### src/rtl/mdio_pkg.sv
package mdio_pkg;
    localparam int PRE_BITS  = 32;
    localparam int RCMD_BITS = 14;
    localparam int WFRM_BITS = 32;
    localparam int DATA_BITS = 16;
    localparam int CNT_W     = $clog2(PRE_BITS);

    typedef enum logic [2:0] {
        PH_IDLE,
        PH_PRE,
        PH_CMD,
        PH_TA,
        PH_DATA,
        PH_END
    } phase_e;

    typedef struct packed {
        phase_e                 phase;
        logic [CNT_W:0]         cnt;
        logic [WFRM_BITS-1:0]   sh;
        logic [DATA_BITS-1:0]   rsh;
        logic                   rd;
        logic                   mdc;
        logic                   busy;
        logic                   done;
        logic                   err;
        logic [DATA_BITS-1:0]   rdata;
    } frame_state_t;
endpackage

### src/rtl/mdio_halftick.sv
module mdio_halftick #(
    parameter int HALF_DIV = 4
) (
    input  logic clk,
    input  logic rst_n,
    input  logic run,
    output logic tick
);
    localparam int CW = (HALF_DIV > 1) ? $clog2(HALF_DIV) : 1;
    localparam logic [CW-1:0] LAST = CW'(HALF_DIV - 1);

    logic [CW-1:0] cnt_d, cnt_q;

    always_comb begin
        tick  = run && (cnt_q == LAST);
        cnt_d = cnt_q;
        if (!run || tick) cnt_d = '0;
        else              cnt_d = cnt_q + 1'b1;
    end

    always_ff @(posedge clk) begin
        if (!rst_n) cnt_q <= '0;
        else        cnt_q <= cnt_d;
    end

    generate
        if (HALF_DIV > 1) begin : g_spacing
            p_tick_spacing_r2: assert property (@(posedge clk) disable iff (!rst_n)
                tick |=> !tick)
                else $error("tick pulses too close");
        end
    endgenerate
endmodule

### src/rtl/mdio_frame.sv
module mdio_frame
    import mdio_pkg::*;
(
    input  logic        clk,
    input  logic        rst_n,
    input  logic        tick,
    input  logic        start,
    input  logic        rd_nwr,
    input  logic [4:0]  phy_addr,
    input  logic [4:0]  reg_addr,
    input  logic [15:0] wdata,
    input  logic        mdio_i,
    output logic        busy,
    output logic        done,
    output logic        err,
    output logic [15:0] rdata,
    output logic        mdc,
    output logic        mdio_o,
    output logic        mdio_oe
);
    frame_state_t q, d;

    always_comb begin
        logic bit_end;
        logic fail;
        logic fin;
        d       = q;
        d.done  = 1'b0;
        fail    = 1'b0;
        fin     = 1'b0;
        bit_end = 1'b0;
        if (q.phase == PH_IDLE) begin
            if (start) begin
                d.phase = PH_PRE;
                d.cnt   = (CNT_W+1)'(PRE_BITS - 1);
                d.rd    = rd_nwr;
                d.busy  = 1'b1;
                d.mdc   = 1'b0;
                d.err   = 1'b0;
                if (rd_nwr) d.sh = {2'b01, 2'b10, phy_addr, reg_addr, 18'd0};
                else        d.sh = {2'b01, 2'b01, phy_addr, reg_addr, 2'b10, wdata};
            end
        end else if (tick) begin
            if (!q.mdc) d.mdc = 1'b1;
            else begin
                d.mdc   = 1'b0;
                bit_end = 1'b1;
            end
        end

        if (bit_end) begin
            case (q.phase)
                PH_PRE: begin
                    if (q.cnt == '0) begin
                        if (!mdio_i) fail = 1'b1;
                        else begin
                            d.phase = PH_CMD;
                            d.cnt   = q.rd ? (CNT_W+1)'(RCMD_BITS - 1)
                                           : (CNT_W+1)'(WFRM_BITS - 1);
                        end
                    end else d.cnt = q.cnt - 1'b1;
                end
                PH_CMD: begin
                    d.sh = {q.sh[WFRM_BITS-2:0], 1'b0};
                    if (q.cnt == '0) d.phase = q.rd ? PH_TA : PH_END;
                    else             d.cnt   = q.cnt - 1'b1;
                end
                PH_TA: begin
                    if (mdio_i) fail = 1'b1;
                    else begin
                        d.phase = PH_DATA;
                        d.cnt   = (CNT_W+1)'(DATA_BITS - 1);
                    end
                end
                PH_DATA: begin
                    d.rsh = {q.rsh[DATA_BITS-2:0], mdio_i};
                    if (q.cnt == '0) d.phase = PH_END;
                    else             d.cnt   = q.cnt - 1'b1;
                end
                PH_END: begin
                    if (!mdio_i) fail = 1'b1;
                    else         fin  = 1'b1;
                end
                default: ;
            endcase
        end

        if (fail || fin) begin
            d.phase = PH_IDLE;
            d.busy  = 1'b0;
            d.done  = 1'b1;
            d.mdc   = 1'b0;
            d.err   = fail;
            if (fin && q.rd) d.rdata = q.rsh;
        end
    end

    always_ff @(posedge clk) begin
        if (!rst_n) begin
            q       <= '0;
            q.phase <= PH_IDLE;
        end else begin
            q <= d;
        end
    end

    assign busy    = q.busy;
    assign done    = q.done;
    assign err     = q.err;
    assign rdata   = q.rdata;
    assign mdc     = q.mdc;
    assign mdio_oe = (q.phase == PH_PRE) || (q.phase == PH_CMD);
    assign mdio_o  = (q.phase == PH_PRE) ? 1'b1 :
                     (q.phase == PH_CMD) ? q.sh[WFRM_BITS-1] : 1'b0;

    p_data_moves_low_r2: assert property (@(posedge clk) disable iff (!rst_n)
        (mdio_oe && !$stable(mdio_o)) |-> !mdc)
        else $error("driven data changed while mdc high");

    p_idle_quiet_r1: assert property (@(posedge clk) disable iff (!rst_n)
        !busy |-> (!mdc && !mdio_oe))
        else $error("bus active while idle");

    p_preamble_check_r5: assert property (@(posedge clk) disable iff (!rst_n)
        (q.phase == PH_PRE && q.cnt == '0 && q.mdc && tick && !mdio_i) |=> (done && err))
        else $error("low after preamble not flagged");

    p_turnaround_check_r6: assert property (@(posedge clk) disable iff (!rst_n)
        (q.phase == PH_TA && q.mdc && tick && mdio_i) |=> (done && err))
        else $error("missing turnaround low not flagged");

    p_rdata_only_on_success_r7: assert property (@(posedge clk) disable iff (!rst_n)
        !$stable(rdata) |-> (done && !err))
        else $error("rdata changed without good read");

    p_done_single_r9: assert property (@(posedge clk) disable iff (!rst_n)
        done |-> (!busy ##1 !done))
        else $error("done not a single idle pulse");
endmodule

### src/rtl/mdio_master.sv
module mdio_master #(
    parameter int HALF_DIV = 4
) (
    input  logic        clk,
    input  logic        rst_n,
    input  logic        start,
    input  logic        rd_nwr,
    input  logic [4:0]  phy_addr,
    input  logic [4:0]  reg_addr,
    input  logic [15:0] wdata,
    output logic        busy,
    output logic        done,
    output logic [15:0] rdata,
    output logic        err,
    output logic        mdc,
    output logic        mdio_o,
    output logic        mdio_oe,
    input  logic        mdio_i
);
    logic tick;

    mdio_halftick #(.HALF_DIV(HALF_DIV)) u_tick (
        .clk   (clk),
        .rst_n (rst_n),
        .run   (busy),
        .tick  (tick)
    );

    mdio_frame u_frame (
        .clk      (clk),
        .rst_n    (rst_n),
        .tick     (tick),
        .start    (start),
        .rd_nwr   (rd_nwr),
        .phy_addr (phy_addr),
        .reg_addr (reg_addr),
        .wdata    (wdata),
        .mdio_i   (mdio_i),
        .busy     (busy),
        .done     (done),
        .err      (err),
        .rdata    (rdata),
        .mdc      (mdc),
        .mdio_o   (mdio_o),
        .mdio_oe  (mdio_oe)
    );
endmodule

### config.mk
export PLATFORM = sky130hd
export DESIGN_NAME = mdio_master
export DESIGN_NICKNAME = d
export VERILOG_FILES = /design/src/rtl/mdio_pkg.sv /design/src/rtl/mdio_halftick.sv /design/src/rtl/mdio_frame.sv /design/src/rtl/mdio_master.sv
export SDC_FILE = /design/constraint.sdc
export NUM_CORES = 1
export LEC_CHECK = 0
export ABC_AREA = 1
export BUFFER_PORTS_ARGS = -buffer_cell sky130_fd_sc_hd__buf_2
export CAP_MARGIN = 20
export CORE_UTILIZATION = 50
export CTS_CLUSTER_SIZE = 24
export DETAILED_ROUTE_END_ITERATION = 8
export PLACE_DENSITY = 0.83
export SLEW_MARGIN = 10
export SYNTH_ARGS = -nofsm -noshare
export SYNTH_HDL_FRONTEND = slang
export SYNTH_SLANG_ARGS = --single-unit
### constraint.sdc
create_clock -name clk -period 4.4 [get_ports clk]
set_clock_uncertainty 0.1 [all_clocks]
set_input_delay 0.66 -clock clk [delete_from_list [all_inputs] [get_ports clk]]
set_output_delay 0.66 -clock clk [all_outputs]
set_load 0.1 [all_outputs]
**Yosys cells after proc, flatten, opt, wreduce, memory -nomap -nowiden**

Index checks and enable logic that the tools add are counted.

- Bits in registers: 80
- Bits of input ports: 31
- Output and inout port bits: 22
- Logic and storage cells: 75

- Add/sub/neg operators: 2
- Eq/ne operators: 7
- Multiplexer cells: 36
- Bitwise operators: 1
- Reductions and logical operators: 18

Operators by type and width:

| operator | number |
|---|---|
| 2-to-1 mux 41 bit | 2 |
| 2-to-1 mux 57 bit | 1 |
| case mux 9 bit (4 select lines) | 1 |
| 2-to-1 mux 16 bit | 2 |
| 2-to-1 mux 32 bit | 1 |
| 2-to-1 mux 30 bit | 1 |
| 2-to-1 mux 18 bit | 1 |
| 2-to-1 mux 9 bit | 2 |
| 2-to-1 mux 1 bit | 16 |
| 2-to-1 mux 3 bit | 4 |
| 2-to-1 mux 6 bit | 2 |
| AND reduction 2 bit | 5 |
| == test 3 x 2 -> 1 bit, second input constant | 2 |
| == test 3 bit, second input constant | 2 |
| logical NOT 6 bit | 1 |
| nonzero test 2 bit | 3 |
| subtractor 6 x 1 -> 6 bit, second input constant | 1 |
| 2-to-1 mux 5 bit | 1 |
| OR reduction 2 bit | 2 |
| == test 3 x 1 -> 1 bit, second input constant | 1 |
| logical NOT 3 bit | 1 |
| logical OR 1 bit | 3 |
| case mux 1 bit (3 select lines) | 1 |
| adder 2 x 1 -> 2 bit, second input constant | 1 |
| other kinds (6) | 7 |

**Depth between registers and ports, before layout**

- Word-level depth: 8
- Gate-level depth with buffers: 11
- Mapped depth without buffers: 10

**Modules after synthesis**

A second synthesis with hierarchy kept.

- Cell total of the unflattened synthesis: 499
- Area, all modules: 3699.8 µm²

Modules (own cells, without submodules):

| module | times used | cells each | area each (µm²) | seq. area each (µm²) |
|---|---|---|---|---|
| mdio_frame | 1 | 489 | 3614.7 | 1561.5 |
| mdio_halftick | 1 | 10 | 85.1 | 40.0 |

**Least setup slack after synthesis**

OpenSTA, ideal clock, no wires.

- Path type: flip-flop to flip-flop
- Start: register u_frame.q, in the netlist u_frame.busy
- End: register u_frame.q[63] in the netlist's numbering
- Setup time: 116 ps
- Arrival time: 1998 ps
- Data required time: 4184 ps
- Slack: 2185 ps
- Stages on the path, launching flop included: 8
- Path buffers: 1
- Period minus slack after synthesis: 2215 ps
- Cells stage by stage: dfxtp_1 nand2_1 nor2_4 nand2_8 nor2_8 inv_6 buf_6 o211a_1

- Cells in the longest elaborated chain, start to end: 4

Ends and longest elaborated chain:

| what | line | RTL |
|---|---|---|
| start: declaration | mdio_frame.sv:21 | `frame_state_t q, d;` |
| logical AND 1 bit | mdio_halftick.sv:15 | `tick = run && (cnt_q == LAST);` |
| 2-to-1 mux 1 bit | mdio_frame.sv:43 | `end else if (tick) begin` |
| 2-to-1 mux 1 bit | mdio_frame.sv:32 | `if (q.phase == PH_IDLE) begin` |
| 2-to-1 mux 57 bit | mdio_frame.sv:51 | `if (bit_end) begin` |

Every way passes these cells.
A chain may end at the register's enable or synchronous reset.

**Worst setup path in the final report**

- Start: register u_frame.q[76] in the netlist's numbering
- End: output mdio_o

- Cells in the longest elaborated chain, start to end: 3
- Elaborated cells on any way between the ends: 4
- Classes of those cells: eq/ne: 2; mux: 2

Ends and longest elaborated chain:

| what | line | RTL |
|---|---|---|
| == test 3 x 2 -> 1 bit | mdio_frame.sv:114 | `(q.phase == PH_CMD) ? q.sh[WFRM_BITS-1] : 1'b0;` |
| 2-to-1 mux 1 bit | mdio_frame.sv:114 |  |
| 2-to-1 mux 1 bit * | mdio_frame.sv:113 | `assign mdio_o = (q.phase == PH_PRE) ? 1'b1 :` |
| end: declaration | mdio_master.sv:16 | `output logic mdio_o,` |

Every way passes the cells marked *; elsewhere a longest branch is shown, timed or not.

==> impl_metrics.sql <==
INSERT INTO impl_metrics (metric_group, metric, value, unit) VALUES
('cts', 'cts-buffers-inserted', '9', ''),
('timing', 'rsz0062_at_grt', 'no', ''),
('finish', 'area_delta_synth_final', '7.513', '%'),
('pwr', 'worst_ir_drop_vdd', '182.6', 'uV'),
('min_path', 'hold_path_startpoint', 'u_tick.cnt_q[0]', ''),
('placed_design', 'dp.cells', '659', ''),
('synth', 'synth_seq_area_share', '0.3974', ''),
('min_path', 'worstHoldPathType', 'reg -> reg', ''),
('cts', 'worst_skew_pair.late_latency', '0.36', 'ns'),
('timing', 'timing.final.crit_share', '0.5908', ''),
('critical_path', 'crit_arrival', '1.84', 'ns'),
('pwr', 'leakagePower', '2.128', 'nW'),
('critical_path', 'worst-path-buf-inv', '2', ''),
('cts', 'clk_pin_slew', '0.09', 'ns'),
('synth', 'post-synth-top-area-cell', 'dfxtp_1', ''),
('drt', 'drt_drc_violations_left', '0', ''),
('timing', 'min_period', '2.599', 'ns'),
('timing', 'worst_pin_slew', '0.7973', 'ns'),
('timing', 'final_max_slew_viol_count', '0', ''),
('cts', 'tritoncts_num_sinks', '80', ''),
('synth', 'synth.top_cell.area_share', '0.3974', ''),
('grt', 'first_global_vias', '3347', ''),
('min_path', 'hold_depth', '1', ''),
('die', 'io_pins', '53', ''),
('cts', 'postCtsResizedCells', '0', ''),
('synth', 'post_synth_main_area_contributors', 'dfxtp_1 40%, nand2_1 12%, nand3_1 6.6%, a21oi_1 6.2%, o21ai_0 4.5%', ''),
('die', 'dieArea', '8424', 'um2'),
('critical_path', 'critPathMostFrequentCell', 'nand2_1', ''),
('die', 'core_region_area', '7767', 'um2'),
('drt', 'route.final.wire_length', '8.316', 'mm'),
('drt', 'average_via_count_per_standard_cell', '5.317', ''),
('drt', 'detail_route.iter0.violations', '241', ''),
('critical_path', 'cp-start-kind', 'register', ''),
('grt', 'globalRouteOverflowTotal', '0', ''),
('critical_path', 'critical_path.reg2reg.endpoint', 'u_frame.q[48]', ''),
('critical_path', 'critPathMaxStageDelay', '0.64', 'ns'),
('status', 'outcome', 'complete, no violations', ''),
('critical_path', 'setup.worst_path.end_class', 'output port', ''),
('critical_path', 'critical_path_required', '3.64', 'ns'),
('flow_run', 'cap_viol_max_count', '0', ''),
('placed_design', 'placedInstanceArea', '4098', 'um2'),
('timing', 'max_slew_margin', '0.4678', ''),
('drt', 'route.vias.total', '3589', ''),
('critical_path', 'crit_path_top_delay_cell', 'dfxtp_1', ''),
('critical_path', 'worst_r2r_path_depth', '8', ''),
('placed_design', 'setup_slack_at_placement', '2.028', 'ns'),
('grt', 'grt_first_pass_wirelength', '14.58', 'mm'),
('synth', 'yosysWarnings', '0', ''),
('critical_path', 'crit_path_start', 'u_frame.q[76]', ''),
('placed_design', 'place_congestion', '0.9311', ''),
('placed_design', 'dp_hpwl', '5.498', 'mm'),
('drt', 'postRouteAntennaNets', '0', ''),
('critical_path', 'reg2reg_setup_slack', '2.11', 'ns'),
('timing', 'fin_tns_setup', '0', 'ns'),
('finish', 'finalNonFillerCells', '675', ''),
('synth', 'synth_cell_types', '34', ''),
('timing', 'clock.fmax', '384.7', 'MHz'),
('die', 'fp-row-count', '32', ''),
('synth', 'avg_cell_area_syn', '7.341', 'um2'),
('timing', 'hold-worst-slack', '0.3265', 'ns'),
('timing', 'worst_setup_slack_after_layout', '1.801', 'ns'),
('critical_path', 'path_max_fanout', '8', ''),
('cts', 'clock_tree.htree_level_count', '3', ''),
('placed_design', 'portBuffers', '52', ''),
('cts', 'post_cts_hold_buffer_count', '0', ''),
('synth', 'synth_cells', '549', ''),
('critical_path', 'regToRegStartpoint', 'u_frame.q[76]', ''),
('cts', 'cts_tree', 'built', ''),
('critical_path', 'worst-setup-path-type', 'reg -> out', ''),
('synth', 'synthesis.area', '4030', 'um2'),
('grt', 'antenna_violations_before_repair', '0', '');
==> per-layer routing <==
layer | up-vias | global-route usage | routed length, um
met3 | 13 | 0.04643 | 409
met1 | 1642 | 0.2532 | 3762
met5 | - | 0 | 0
met2 | 111 | 0.3672 | 4007
li1 | 1823 | - | -
met4 | 0 | 0.08594 | 138
==> layout make-up <==
type	count	area, um2
Inverter	46	180.2
Tap cell	102	127.6
Clock buffer	9	123.9
Timing Repair Buffer	53	267.8
Fill cell	727	3435
Clock inverter	7	111.4
Multi-Input combinational cell	378	1921
Sequential cell	80	1602
==> cells in the final DEF, fill, tap and decap left out, types with 2 or more instances in the layout <==
| master | instances |
|---|---|
| nor2_1 | 47 |
| o21ai_1 | 8 |
| nand3_2 | 8 |
| clkbuf_8 | 9 |
| o211a_1 | 10 |
| nand3_4 | 2 |
| nand2_1 | 131 |
| nand2_4 | 3 |
| bufinv_16 | 2 |
| inv_2 | 6 |
| nand3_1 | 53 |
| dfxtp_1 | 80 |
| a21oi_1 | 50 |
| nor2_2 | 4 |
| nor3_1 | 3 |
| nand3b_1 | 2 |
| ha_1 | 2 |
| inv_1 | 37 |
| buf_2 | 52 |
| o21ai_0 | 36 |
| inv_6 | 4 |
| nand4_1 | 7 |
| nand2_2 | 3 |
| nor2_8 | 3 |
==> synth_stat cells (all sizes together) <==
library cell	count
inv	45
xnor2	1
nor2	55
nor3	3
nand3	63
nand4	7
dfxtp	80
o22ai	1
a21oi	50
ha	2
clkbuf	9
a31oi	1
o21ai	44
clkinv	1
o211a	10
nand3b	2
nand2	138
buf	36
o211ai	1
==> sequential cells by signal, indices dropped and copies added (netlist names) <==
register and count:
u_frame.busy 1, u_frame.mdc 1, u_frame.rdata 16, u_frame.done 1
u_tick.cnt_q 2, u_frame.err 1, u_frame.q 58
==> worst max path at each step <==
| stage | endpoint | slack, ns | cells past startpoint |
|---|---|---|---|
| floorplan | u_frame.q[63] | 2.19 | 7 |
| detailed placement | u_frame.q[48] | 2.03 | 8 |
| global route | mdio_o | 1.72 | 5 |
| global placement | u_frame.q[39] | 2.07 | 8 |
| CTS | mdio_o | 1.80 | 5 |
| finish | mdio_o | 1.80 | 5 |
==> logic make-up (layout without fill, tap and decap cells) <==
kind of cell    Yosys count  in the layout  synth area share
simple gates            268            268            0.3204
xor+xnor                  1              1          0.002174
buf+inv                  91            115            0.1260
fa+ha+maj                 2              2          0.006208
flops                    80             80            0.3974
compound gates          107            107            0.1478
==> power by group <==
part	leakage (nW)	internal [mW]	switching [mW]
Clock	0.118	0.331	0.300
Sequential	0.652	0.750	0.0215
Combinational	1.36	0.0563	0.109
Total	2.13	1.14	0.431
==> metrics by stage <==
step	utilization	power (mW)
after floorplan	-	0.9163
after global placement	0.5275	0.9464
after detailed placement	0.5275	0.9532
after CTS	0.5578	1.581
after global routing	0.5578	1.635
final	0.5578	1.569
No activity file was read; power rests on OpenSTA's default activity.
